==> config.mk <==
export PLATFORM = sky130hd
export DESIGN_NAME = mgmt_window_bridge
export DESIGN_NICKNAME = d
export VERILOG_FILES = /design/src/rtl/mwb_pkg.sv /design/src/rtl/mwb_decode.sv /design/src/rtl/mwb_stage.sv /design/src/rtl/mwb_seq.sv /design/src/rtl/mgmt_window_bridge.sv
export SDC_FILE = /design/constraint.sdc
export NUM_CORES = 1
export LEC_CHECK = 0
export ABC_AREA = 1
export BUFFER_PORTS_ARGS = -buffer_cell sky130_fd_sc_hd__buf_2
export CORE_AREA = 2 2 125 127
export CTS_CLUSTER_DIAMETER = 200
export DETAILED_ROUTE_END_ITERATION = 8
export DIE_AREA = 0 0 127 129
export PLACE_DENSITY = 0.84
export SYNTH_ARGS = -nofsm -noshare
export SYNTH_HDL_FRONTEND = slang
export SYNTH_HIERARCHICAL = 1
export SYNTH_SLANG_ARGS = --single-unit
==> constraint.sdc <==
create_clock -name clk -period 4.93 [get_ports clk]
set_clock_uncertainty 0.05 [all_clocks]
set_input_delay 0.493 -clock clk [delete_from_list [all_inputs] [get_ports clk]]
set_output_delay 0.493 -clock clk [all_outputs]
set_load 0.02 [all_outputs]
==> src/rtl/mwb_pkg.sv <==
package mwb_pkg;
  // Window register numbers; the host software depends on these positions.
  localparam logic [4:0] RA_PAGE  = 5'h10;
  localparam logic [4:0] RA_CMD   = 5'h11;
  localparam logic [4:0] RA_DATA0 = 5'h18;

  typedef enum logic [1:0] {
    SEL_NONE,
    SEL_PAGE,
    SEL_CMD,
    SEL_DATA
  } win_sel_e;
endpackage

==> src/rtl/mwb_decode.sv <==
module mwb_decode
  import mwb_pkg::*;
#(
  parameter logic [4:0] OWN_PHY   = 5'd30,
  parameter int         NUM_WORDS = 4,
  localparam int        IDX_W     = $clog2(NUM_WORDS)
) (
  input  logic [4:0]       phy,
  input  logic [4:0]       reg_a,
  output logic             hit,
  output win_sel_e         sel,
  output logic [IDX_W-1:0] widx
);
  localparam logic [5:0] DATA_END = 6'(RA_DATA0) + 6'(NUM_WORDS);

  // only the owned PHY address hits
  always_comb begin
    hit  = (phy == OWN_PHY);
    sel  = SEL_NONE;
    widx = '0;
    if (reg_a == RA_PAGE) begin
      sel = SEL_PAGE;
    end else if (reg_a == RA_CMD) begin
      sel = SEL_CMD;
    end else if (reg_a >= RA_DATA0 && {1'b0, reg_a} < DATA_END) begin
      sel  = SEL_DATA;
      widx = IDX_W'(reg_a - RA_DATA0);
    end
  end
endmodule

==> src/rtl/mwb_stage.sv <==
module mwb_stage #(
  parameter int  WORD_W    = 16,
  parameter int  NUM_WORDS = 4,
  localparam int IDX_W     = $clog2(NUM_WORDS),
  localparam int DATA_W    = WORD_W * NUM_WORDS
) (
  input  logic              clk,
  input  logic              rst,
  input  logic              wr_en,
  input  logic [IDX_W-1:0]  widx,
  input  logic [WORD_W-1:0] wdata,
  input  logic              load_en,
  input  logic [DATA_W-1:0] load_data,
  input  logic [IDX_W-1:0]  rd_idx,
  output logic [WORD_W-1:0] rd_word,
  output logic [DATA_W-1:0] words
);
  logic [WORD_W-1:0] word_q [NUM_WORDS];

  // word g covers bits [g*WORD_W +: WORD_W]; an internal read load wins
  for (genvar g = 0; g < NUM_WORDS; g++) begin : g_word
    always_ff @(posedge clk) begin
      if (rst) begin
        word_q[g] <= '0;
      end else if (load_en) begin
        word_q[g] <= load_data[g*WORD_W +: WORD_W];
      end else if (wr_en && widx == IDX_W'(g)) begin
        word_q[g] <= wdata;
      end
    end
    assign words[g*WORD_W +: WORD_W] = word_q[g];
  end

  assign rd_word = word_q[rd_idx];
endmodule

==> src/rtl/mwb_seq.sv <==
module mwb_seq #(
  parameter int PAGE_W = 8,
  parameter int OFS_W  = 8,
  parameter int DATA_W = 64
) (
  input  logic              clk,
  input  logic              rst,
  input  logic              cmd_wr,
  input  logic [OFS_W-1:0]  cmd_ofs,
  input  logic [1:0]        cmd_op,
  input  logic [PAGE_W-1:0] page_in,
  input  logic [DATA_W-1:0] stage_in,
  input  logic              ib_ack,
  output logic              busy,
  output logic              wr_busy,
  output logic              rd_busy,
  output logic [OFS_W-1:0]  ofs_q,
  output logic              load_en,
  output logic              ib_req,
  output logic              ib_we,
  output logic [PAGE_W-1:0] ib_page,
  output logic [OFS_W-1:0]  ib_offset,
  output logic [DATA_W-1:0] ib_wdata
);
  logic start;
  logic done;

  assign busy = wr_busy | rd_busy;
  // exactly one request bit must be set; R11: nothing accepted while busy
  assign start   = cmd_wr && !busy && (cmd_op[0] ^ cmd_op[1]);
  assign done    = ib_req && ib_ack;
  assign load_en = done && rd_busy;

  always_ff @(posedge clk) begin
    if (rst) begin
      wr_busy   <= 1'b0;
      rd_busy   <= 1'b0;
      ofs_q     <= '0;
      ib_req    <= 1'b0;
      ib_we     <= 1'b0;
      ib_page   <= '0;
      ib_offset <= '0;
      ib_wdata  <= '0;
    end else begin
      if (cmd_wr && !busy) begin
        ofs_q <= cmd_ofs;
      end
      if (start) begin
        // page and staged value frozen at command time
        wr_busy   <= cmd_op[0];
        rd_busy   <= cmd_op[1];
        ib_req    <= 1'b1;
        ib_we     <= cmd_op[0];
        ib_page   <= page_in;
        ib_offset <= cmd_ofs;
        ib_wdata  <= stage_in;
      end else if (done) begin
        // busy bits and request drop after the acknowledge
        wr_busy <= 1'b0;
        rd_busy <= 1'b0;
        ib_req  <= 1'b0;
      end
    end
  end
endmodule

==> src/rtl/mgmt_window_bridge.sv <==
module mgmt_window_bridge
  import mwb_pkg::*;
#(
  parameter logic [4:0] OWN_PHY   = 5'd30,
  parameter int         PAGE_W    = 8,
  parameter int         OFS_W     = 8,
  parameter int         WORD_W    = 16,
  parameter int         NUM_WORDS = 4,
  localparam int        DATA_W    = WORD_W * NUM_WORDS,
  localparam int        IDX_W     = $clog2(NUM_WORDS)
) (
  input  logic              clk,
  input  logic              rst,
  input  logic              mg_wr,
  input  logic              mg_rd,
  input  logic [4:0]        mg_phy,
  input  logic [4:0]        mg_reg,
  input  logic [WORD_W-1:0] mg_wdata,
  output logic              mg_rvalid,
  output logic [WORD_W-1:0] mg_rdata,
  output logic              ib_req,
  output logic              ib_we,
  output logic [PAGE_W-1:0] ib_page,
  output logic [OFS_W-1:0]  ib_offset,
  output logic [DATA_W-1:0] ib_wdata,
  input  logic              ib_ack,
  input  logic [DATA_W-1:0] ib_rdata
);
  logic              hit;
  win_sel_e          sel;
  logic [IDX_W-1:0]  widx;
  logic              wr_hit;
  logic              rd_hit;
  logic [PAGE_W-1:0] page_q;
  logic              en_q;
  logic              busy;
  logic              wr_busy;
  logic              rd_busy;
  logic [OFS_W-1:0]  ofs_q;
  logic              load_en;
  logic [WORD_W-1:0] stage_word;
  logic [DATA_W-1:0] stage_all;
  logic [WORD_W-1:0] rd_val;

  mwb_decode #(.OWN_PHY(OWN_PHY), .NUM_WORDS(NUM_WORDS)) u_dec (
    .phy   (mg_phy),
    .reg_a (mg_reg),
    .hit   (hit),
    .sel   (sel),
    .widx  (widx)
  );

  assign wr_hit = mg_wr && hit;
  assign rd_hit = mg_rd && hit;

  // page latch is writable at any time
  always_ff @(posedge clk) begin
    if (rst) begin
      page_q <= '0;
      en_q   <= 1'b0;
    end else if (wr_hit && sel == SEL_PAGE) begin
      page_q <= mg_wdata[8 +: PAGE_W];
      en_q   <= mg_wdata[0];
    end
  end

  mwb_stage #(.WORD_W(WORD_W), .NUM_WORDS(NUM_WORDS)) u_stage (
    .clk       (clk),
    .rst       (rst),
    .wr_en     (wr_hit && sel == SEL_DATA && !busy),
    .widx      (widx),
    .wdata     (mg_wdata),
    .load_en   (load_en),
    .load_data (ib_rdata),
    .rd_idx    (widx),
    .rd_word   (stage_word),
    .words     (stage_all)
  );

  mwb_seq #(.PAGE_W(PAGE_W), .OFS_W(OFS_W), .DATA_W(DATA_W)) u_seq (
    .clk       (clk),
    .rst       (rst),
    .cmd_wr    (wr_hit && sel == SEL_CMD),
    .cmd_ofs   (mg_wdata[8 +: OFS_W]),
    .cmd_op    (mg_wdata[1:0]),
    .page_in   (page_q),
    .stage_in  (stage_all),
    .ib_ack    (ib_ack),
    .busy      (busy),
    .wr_busy   (wr_busy),
    .rd_busy   (rd_busy),
    .ofs_q     (ofs_q),
    .load_en   (load_en),
    .ib_req    (ib_req),
    .ib_we     (ib_we),
    .ib_page   (ib_page),
    .ib_offset (ib_offset),
    .ib_wdata  (ib_wdata)
  );

  // unimplemented addresses read zero
  always_comb begin
    rd_val = '0;
    case (sel)
      SEL_PAGE: begin
        rd_val[8 +: PAGE_W] = page_q;
        rd_val[0]           = en_q;
      end
      SEL_CMD: begin
        rd_val[8 +: OFS_W] = ofs_q;
        rd_val[1]          = rd_busy;
        rd_val[0]          = wr_busy;
      end
      SEL_DATA: rd_val = stage_word;
      default:  rd_val = '0;
    endcase
  end

  // registered read response
  always_ff @(posedge clk) begin
    if (rst) begin
      mg_rvalid <= 1'b0;
      mg_rdata  <= '0;
    end else begin
      mg_rvalid <= rd_hit;
      mg_rdata  <= rd_hit ? rd_val : '0;
    end
  end
endmodule

==> metrics.csv <==
metric;value;unit
io pins;194;
setup TNS;0;ns
Hold WS;0.2882;ns
syn_nets;1131;
CTS H-tree depth;4;
Detailed Place HPWL;16.64;mm
post-CTS setup buffers;0;
ratio of cells with drive above 1 in the final layout;0.2108;
CTS tree;built;
worst path bufs/invs;4;
met3 wire len;2.975;mm
die width;127;um
core area;14980;sq um
area of the die;16380;sq um
Layout Cells excl Fill;1388;
Max transition margin;0.2595;
Crit Path Category;in2reg;
top sig layer;met4;
post-cts sizing count;0;
vias after detailed routing;7771;
maxcap violations;0;
clk_lat worst skew;0.43;ns
largest net degree at the start of global routing;85;
P per Cell Area;319.9;nW/um^2
final period utilization;0.6845;
Fin. Hold Viols;0;
GRT Total Usage;0.2961;
FF-to-FF path depth;4;
Met1 Wirelength;9.432;mm
routed length per instance;17.54;um
Slew @ Worst Pin;1.111;ns
Hold Path Class;in2reg;
clock-pin slew on the worst setup and hold paths;0.06;ns
Worst path slowest cell;clkinv_2;
RSZ-0062 raised after global routing;no;
Detail Route Antenna Nets;0;
register area share after synthesis;0.5245;
Synth-to-Final Area Change;17.03;%
worst stage delay on the critical path;0.72;ns
first-pass GRT wire length;37.06;mm
CP max FO;80;
WP data required;5.25;ns
hold buffers post-CTS;0;
Placed Cells incl. Taps;1357;
Starting Density;0.5454;
n_diodes;0;
Yosys warning count;6;
fmax;296.4;MHz
post-synth cell types;29;
WL final;24.34;mm
peak supply drop;0.2617;mV
initial detailed-routing violation count;1145;
Static Leak;0.004445;uW
Clock Tree Root;clkbuf_16;
Layout Nets;1283;
initial antenna violation count;0;
Avg Cell Area, Syn;7.884;sq um
Hold Path Stages;3;
drt drc;0;
CP startpoint kind;input port;
clock tree buffer depth;2;
outcome;completed;
Num CTS Buffers;17;
first-pass detailed-route iteration total;6;
setup violators final;0;
fin. max-slew vios;0;
IO buf count;193;
CTS sink count;182;
Core Util, Final;0.6383;
vias in the first global route;6978;
Vias/cell;5.599;
Crit. End Element;flip-flop;
Final GP Congestion;0.9543;
Worst path depth;11;
Syn Inst Count;1036;
synthesized area;8168;sq um
minimum clock period;3.374;ns
CP Data Arrival Time;3.69;ns
cells along the critical path;buf_2 -> nand3b_1 -> nand2_1 -> inv_1 -> nor3_1 -> inv_1 -> nor2_4 -> nand2_4 -> clkinv_2 -> nor2_1 -> nor2_1;
Worst path top cell family by delay;simple AND/OR/NAND/NOR gates;
row count;45;
Pwr Total;3058;uW
Met2 Routed Length;10.96;mm
Die Height;129;um
gr ovfl total;0;
#FFs+latches synth;182;
## worst min-delay path, cell delays in order
cell and delay [ns]:
buf_2 0.07, nand2_1 0.05, nand2_1 0.05
## cell usage in the layout, fill, tap and decap left out
| cell | instances |
|---|---|
| a21oi_1 | 4 |
| buf_2 | 193 |
| buf_4 | 10 |
| bufinv_16 | 1 |
| clkbuf_1 | 7 |
| clkbuf_16 | 17 |
| clkbuf_8 | 3 |
| clkinv_1 | 1 |
| clkinv_2 | 3 |
| clkinvlp_4 | 1 |
| dfxtp_1 | 118 |
| edfxtp_1 | 64 |
| inv_1 | 71 |
| inv_2 | 5 |
| nand2_1 | 223 |
| nand2_2 | 3 |
| nand2_4 | 2 |
| nand3_1 | 55 |
| nand3b_1 | 1 |
| nand4_1 | 65 |
| nor2_1 | 228 |
| nor2_2 | 8 |
| nor2_4 | 6 |
| nor3_1 | 3 |
| o211ai_1 | 16 |
| o21ai_0 | 33 |
| o21ai_1 | 58 |
| o31ai_2 | 1 |
## cell usage after synthesis, drive strengths merged
library cell  instances  share of area
nand3b                1        0.00092
dfxtp               118           0.29
a21oi                 4         0.0025
clkinv                2         0.0011
nor2                242           0.12
buf                  55          0.046
clkbuf               15         0.0078
o21ai                91          0.056
nor3                  3         0.0018
o31ai                 1        0.00092
nand4                65          0.050
inv                  76          0.035
o211ai               16          0.015
nand3                55          0.034
nand2               228           0.11
edfxtp               64           0.24
## through the flow
step	setup WS, ns	instance area (sq um)
after global placement	1.358	9019
final	1.556	9559
after CTS	1.656	9559
after detailed placement	1.209	9019
after global routing	1.279	9559
after floorplan	1.845	8168
## per-layer routing
| metal | track usage | vias up |
|---|---|---|
| li1 | - | 3685 |
| met1 | 0.3908 | 3476 |
| met2 | 0.4627 | 539 |
| met3 | 0.06985 | 71 |
| met4 | 0.1435 | 0 |
| met5 | 0 | - |
## sequential cells by signal, indices dropped and copies added, names as in the netlist, 8 cells and up
register,flops
u_seq/ib_page,8
mg_rdata,16
u_seq/ib_wdata,64
u_seq/ofs_q,8
u_stage/word_q,64
u_seq/ib_offset,8
page_q,8
## kinds of logic after synthesis
kind of cell	count (synthesis)	share of synthesized area
AND/OR/NAND/NOR	594	0.3120
flip-flops	182	0.5245
AO/OA/AOI/OAI	112	0.07384
buffers and inverters	148	0.08961
## path summary, 6_finish.rpt
path,to,slack (ns),start
worst min register to register,u_seq/ib_we$_SDFFE_PP0P_,0.42,u_seq/ib_we$_SDFFE_PP0P_
worst min-delay path,u_stage/word_q[3][12]$_DFFE_PP_,0.29,ib_rdata[60]
worst max-delay path,u_seq/ib_offset[2]$_SDFFE_PP0P_,1.56,mg_reg[2]
worst max register to register,u_stage/word_q[1][10]$_DFFE_PP_,2.41,u_seq/ib_req$_SDFFE_PP0P_
## area by class of cell
class | instances | area, sq um
Fill cell | 1319 | 5418
Sequential cell | 182 | 4284
Multi-Input combinational cell | 706 | 3164
Timing Repair Buffer | 203 | 1041
Clock buffer | 27 | 493.0
Inverter | 78 | 294.0
Tap cell | 188 | 235.2
Clock inverter | 4 | 47.55
## where the power goes
group          internal, uW  leakage (uW)  switching (uW)
logic                  57.8       0.00261             137
clock network           732      0.000261             537
registers              1580       0.00157            16.5
total                  2370       0.00445             691
Note: power is estimated with default switching activity, not from simulation.
